**src/rtl/vpc_pkg.sv**
```systemverilog
package vpc_pkg;
  typedef enum logic {
    FILL_MERGE = 1'b0,
    FILL_ZERO  = 1'b1
  } fill_e;

  function automatic int cnt_width(input int elem_w);
    return $clog2(elem_w + 1);
  endfunction
endpackage

```
**src/rtl/vpc_lane_count.sv**
```systemverilog
// Adder tree over one lane, heap-indexed: leaves at [ELEM_W, 2*ELEM_W-1], root at 1.
module vpc_lane_count #(
  parameter int ELEM_W = 8,
  parameter int CNT_W  = vpc_pkg::cnt_width(ELEM_W)
) (
  input  logic [ELEM_W-1:0] elem_i,
  output logic [CNT_W-1:0]  cnt_o
);
  localparam int NODES = 2 * ELEM_W;

  logic [CNT_W-1:0] node [1:NODES-1];

  for (genvar j = 0; j < ELEM_W; j++) begin : g_leaf
    assign node[ELEM_W + j] = CNT_W'(elem_i[j]);
  end

  for (genvar k = 1; k < ELEM_W; k++) begin : g_sum
    assign node[k] = node[2*k] + node[2*k+1];
  end

  assign cnt_o = node[1];
endmodule

```
**src/rtl/vpc_lane_mux.sv**
```systemverilog
module vpc_lane_mux #(
  parameter int ELEM_W = 8,
  parameter int CNT_W  = vpc_pkg::cnt_width(ELEM_W)
) (
  input  logic              keep_i,
  input  vpc_pkg::fill_e    fill_i,
  input  logic [CNT_W-1:0]  cnt_i,
  input  logic [ELEM_W-1:0] src_i,
  output logic [ELEM_W-1:0] lane_o
);
  always_comb begin
    if (keep_i)                            lane_o = ELEM_W'(cnt_i);
    else if (fill_i == vpc_pkg::FILL_ZERO) lane_o = '0;
    else                                   lane_o = src_i;
  end
endmodule

```
**src/rtl/vpc_top.sv**
```systemverilog
module vpc_top #(
  parameter int VEC_W  = 128,
  parameter int ELEM_W = 8,
  parameter int MASK_W = 64
) (
  input  logic              clk_i,
  input  logic              rst_ni,
  input  logic              in_valid_i,
  input  logic              mask_en_i,
  input  logic              zero_mode_i,
  input  logic [MASK_W-1:0] mask_i,
  input  logic [VEC_W-1:0]  data_i,
  input  logic [VEC_W-1:0]  src_i,
  output logic              out_valid_o,
  output logic [VEC_W-1:0]  result_o
);
  import vpc_pkg::*;

  localparam int LANES = VEC_W / ELEM_W;
  localparam int CNT_W = cnt_width(ELEM_W);

  fill_e             fill;
  logic [LANES-1:0]  keep;
  logic [VEC_W-1:0]  result_d;

  assign fill = fill_e'(zero_mode_i);

  for (genvar l = 0; l < LANES; l++) begin : g_lane
    logic [CNT_W-1:0] cnt;

    assign keep[l] = mask_i[l] | ~mask_en_i;

    vpc_lane_count #(.ELEM_W(ELEM_W), .CNT_W(CNT_W)) u_cnt (
      .elem_i (data_i[l*ELEM_W +: ELEM_W]),
      .cnt_o  (cnt)
    );

    vpc_lane_mux #(.ELEM_W(ELEM_W), .CNT_W(CNT_W)) u_mux (
      .keep_i (keep[l]),
      .fill_i (fill),
      .cnt_i  (cnt),
      .src_i  (src_i[l*ELEM_W +: ELEM_W]),
      .lane_o (result_d[l*ELEM_W +: ELEM_W])
    );


    merge_src_chk: assert property (@(posedge clk_i) disable iff (!rst_ni)
      (in_valid_i && mask_en_i && !mask_i[l] && !zero_mode_i)
        |=> result_o[l*ELEM_W +: ELEM_W] == $past(src_i[l*ELEM_W +: ELEM_W]));


    zero_fill_chk: assert property (@(posedge clk_i) disable iff (!rst_ni)
      (in_valid_i && mask_en_i && !mask_i[l] && zero_mode_i)
        |=> result_o[l*ELEM_W +: ELEM_W] == '0);


    cnt_range_chk: assert property (@(posedge clk_i) disable iff (!rst_ni)
      (in_valid_i && (mask_i[l] || !mask_en_i))
        |=> result_o[l*ELEM_W +: ELEM_W] <= ELEM_W'(ELEM_W));
  end

  always_ff @(posedge clk_i or negedge rst_ni) begin
    if (!rst_ni) begin
      out_valid_o <= 1'b0;
      result_o    <= '0;
    end else begin
      out_valid_o <= in_valid_i;
      if (in_valid_i) result_o <= result_d;
    end
  end


  valid_follow_chk: assert property (@(posedge clk_i) disable iff (!rst_ni)
    in_valid_i |=> out_valid_o);


  valid_drop_chk: assert property (@(posedge clk_i) disable iff (!rst_ni)
    !in_valid_i |=> !out_valid_o);


  hold_chk: assert property (@(posedge clk_i) disable iff (!rst_ni)
    !in_valid_i |=> $stable(result_o));
endmodule

```
**config.mk**
```make
export PLATFORM = sky130hd
export DESIGN_NAME = vpc_top
export DESIGN_NICKNAME = d
export VERILOG_FILES = /design/src/rtl/vpc_pkg.sv /design/src/rtl/vpc_lane_count.sv /design/src/rtl/vpc_lane_mux.sv /design/src/rtl/vpc_top.sv
export SDC_FILE = /design/constraint.sdc
export NUM_CORES = 1
export LEC_CHECK = 0
export ABC_CLOCK_PERIOD_IN_PS = 800
export BUFFER_PORTS_ARGS = -buffer_cell sky130_fd_sc_hd__buf_2
export CAP_MARGIN = 5
export CORE_AREA = 2 2 176 178
export CTS_CLUSTER_SIZE = 8
export DETAILED_ROUTE_END_ITERATION = 10
export DIE_AREA = 0 0 178 180
export GPL_TIMING_DRIVEN = 0
export PLACE_DENSITY = 0.66
export SLEW_MARGIN = 30
export SYNTH_ARGS = -nofsm -noshare
export SYNTH_HDL_FRONTEND = slang
export SYNTH_SLANG_ARGS = --single-unit
```
**constraint.sdc**
```tcl
create_clock -name clk_i -period 0.8 [get_ports clk_i]
set_clock_uncertainty 0.2 [all_clocks]
set_input_delay 0 -clock clk_i [delete_from_list [all_inputs] [get_ports clk_i]]
set_output_delay 0 -clock clk_i [all_outputs]
set_load 0.005 [all_outputs]
```
==> impl_metrics.py <==
metrics = {
    "place": {
        "io_buffers": 405,
        "dp_hpwl_um": 26830,
        "placed_area_sq_um": 11730,
        "gp_congestion": 0.8673,
    },
    "drt": {
        "avgRoutedWirePerCell_um": 18.80,
        "vias_per_cell": 4.697,
        "routed_wl_um": 36190,
        "drc": 0,
        "ant_nets": 0,
        "first_pass_iters": 7,
        "drt_iter0_drc": 452,
        "num_vias": 9042,
    },
    "cells_and_area": {
        "layout_common_cells": "buf_2, inv_1, dfrtp_1",
        "regArea_sq_um": 3228,
        "multi_input_area_sq_um": 5320,
        "syn_to_final_growth_pct": 63.06,
        "drive_above_1_share": 0.4967,
        "design_area_sq_um": 14340,
        "final_common_cell": "buf_2",
        "n_fill_cell": 2777,
        "nets": 1950,
    },
    "power": {
        "vdd_drop_max_mv": 1.123,
        "total_leakage_power_nw": 7.313,
        "finalPower_mw": 26.84,
        "power.density_nw_per_um2": 1872,
    },
    "global_route": {
        "grt_use_met1": 0.2657,
        "grt_overflow": 0,
        "met3_usage": 0.04167,
        "grt_pass1_vias": 9522,
        "grt_use_met2": 0.3820,
        "grt_max_degree": 69,
        "top_usage_layer": "met2",
        "grt_pass1_wl_um": 53200,
        "track_usage": 0.2192,
        "antenna_found_initial": 3,
    },
    "die": {
        "start_util": 0.2913,
        "fp.dieH_um": 180,
        "core_area_sq_um": 30190,
        "die_w_um": 178,
        "die_area_sq_um": 32040,
        "ios": 454,
        "num_rows": 64,
    },
    "worst_setup_path": {
        "reg2regPathDepth": 4,
        "r2r-start": "result_o[40]",
        "r2r_setup_slack_ns": -0.33,
        "required_ns": 0.93,
        "crit_type": "primary input to register",
        "worstSetupStartpointType": "primary input",
        "crit_arrival_ns": 2.78,
        "crit_path_end_kind": "register",
        "reg2reg_to": "result_o[40]",
        "crit_fanout": 2,
    },
    "clock_tree": {
        "cts_buffers": 17,
        "clk_latency_ns": 0.41,
        "path_clk_slew_ns": 0.07,
        "htreeDepth": 4,
        "cts-root-buf": "clkbuf_16",
        "hold_buffers": 72,
        "cts.path.max_buffers": 2,
        "cts.sinks": 129,
        "cts_tree": "built",
    },
    "yosys": {
        "synth_area_sq_um": 8793,
        "syn_inst": 944,
        "synth_compound_area_frac": 0.1190,
        "synth_top_family_by_area": "adder cells",
        "yosysSeqAreaShare": 0.3671,
        "synth.distinct_cells": 29,
        "synth_mux_area_frac": 0.02049,
        "synth_fa_ha_area_frac": 0.2140,
        "ys_ff_latch": 129,
        "syn_nets": 1381,
        "yosys.area_share.simple": 0.1476,
        "ys_warn_count": 0,
        "synthXorXnorAreaFrac": 0.01594,
        "syn_avg_cell_area_sq_um": 9.315,
    },
    "timing": {
        "hold_viol": 253,
        "whs_ns": -0.6718,
        "fmax_ghz": 0.3788,
        "rsz0062_at_grt": "true",
        "slew_headroom": 0.3998,
        "fin_ws_ns": -1.840,
        "slew_violations": 0,
        "min_period_ns": 2.640,
        "timing.final.crit_share": 3.300,
        "setup_viol": 256,
        "worst_slew_pin_slew_ns": 0.9003,
    },
    "outcome": {
        "status": "finished, violations left",
        "violations": "hold timing, setup timing",
    },
    "job": {
        "max_cap_violations": 0,
    },
    "min_path": {
        "min_path_type": "primary input to asynchronous set/reset pin",
    },
}
## layer usage
| metal | vias to the layer above | share of wire |
|---|---|---|
| met5 | - | 0.00075 |
| met4 | 4 | 0.032 |
| li1 | 4166 | - |
| met3 | 78 | 0.065 |
| met1 | 4401 | 0.40 |
| met2 | 393 | 0.51 |
## layout make-up
class / count / share of cell area
Antenna cell: 3 / 0.0005236
Timing Repair Buffer: 550 / 0.2519
Multi-Input combinational cell: 551 / 0.3710
Buffer: 40 / 0.01824
Clock buffer: 18 / 0.03063
Sequential cell: 129 / 0.2251
Tap cell: 396 / 0.03455
Clock inverter: 14 / 0.009162
Inverter: 224 / 0.05881
## worst max-delay path by stage
stage	depth (start not counted)	startpoint	slack, ns	to
2_1_floorplan	10	data_i[120]	-2.00	result_o[121]
3_3_place_gp	1	rst_ni	-2.41	result_o[67]
3_5_place_dp	11	data_i[120]	-2.28	result_o[121]
4_1_cts	11	data_i[123]	-1.88	result_o[121]
5_1_grt	11	data_i[16]	-1.91	result_o[17]
6_report	11	data_i[40]	-1.84	result_o[41]
## per-stage QoR
stage | TNS (ns) | instances | util | hold WS [ns] | setup WS (ns)
2_1_floorplan | -109.42 | 944 | - | -0.4956 | -1.996
3_3_place_gp | -461.23 | 1745 | 0.3874 | 0.01039 | -2.406
3_5_place_dp | -167.29 | 1746 | 0.3886 | -0.1972 | -2.277
4_1_cts | -143.00 | 1888 | 0.4535 | -0.6515 | -1.880
5_1_grt | -153.51 | 1924 | 0.4749 | -0.6411 | -1.905
6_report | -143.42 | 1925 | 0.4750 | -0.6718 | -1.840
## critical path: stages
cell and delay [ns]:
buf_6 0.09, fa_1 0.54, inv_2 0.04, fa_1 0.49, fa_2 0.56, inv_2 0.04
ha_4 0.15, inv_2 0.05, fa_2 0.42, mux2_4 0.27, a21oi_2 0.12
## registers in the layout, summed over array words and instances (netlist names)
signal and flops:
out_valid_o 1, result_o 128
## what timing repair did
item,4_1_cts,5_1_grt
cloned,0,1
buffers inserted,38,40
hold endpoints to repair,258,256
pin swaps,51,52
resized for setup,133,113
setup endpoints to repair,257,257
## cell usage after synthesis, drive strengths merged
master	n	area [sq um]
nand2	44	165.2
dfrtp	129	3228
o22ai	44	275.3
a22oi	5	37.54
buf	19	100.1
ha	48	600.6
nand2b	43	291.5
nor4bb	27	270.3
nand3	31	155.2
fa	64	1281
nor2b	1	6.260
clkbuf	21	78.83
mux2	16	180.2
or3b	9	78.83
nor2	64	240.2
a21o	16	120.1
a31oi	11	68.82
a21oi	80	400.4
a32oi	5	43.79
nand3b	2	15.01
xnor2	16	140.1
o21ai	20	100.1
nor3b	5	75.08
inv	224	840.8
## cell families after synthesis
group	count (synthesis)
buffers and inverters	264
AND/OR/NAND/NOR	226
AO/OA/AOI/OAI	181
flip-flops	129
adder cells (fa/ha/maj)	112
XOR/XNOR	16
multiplexers	16
## report_power, final
part           switching, mW  internal (mW)
registers              0.541           7.42
logic                   5.18           5.95
clock network           3.33           4.41
total                   9.05           17.8
(Power assumes the default switching activity.)
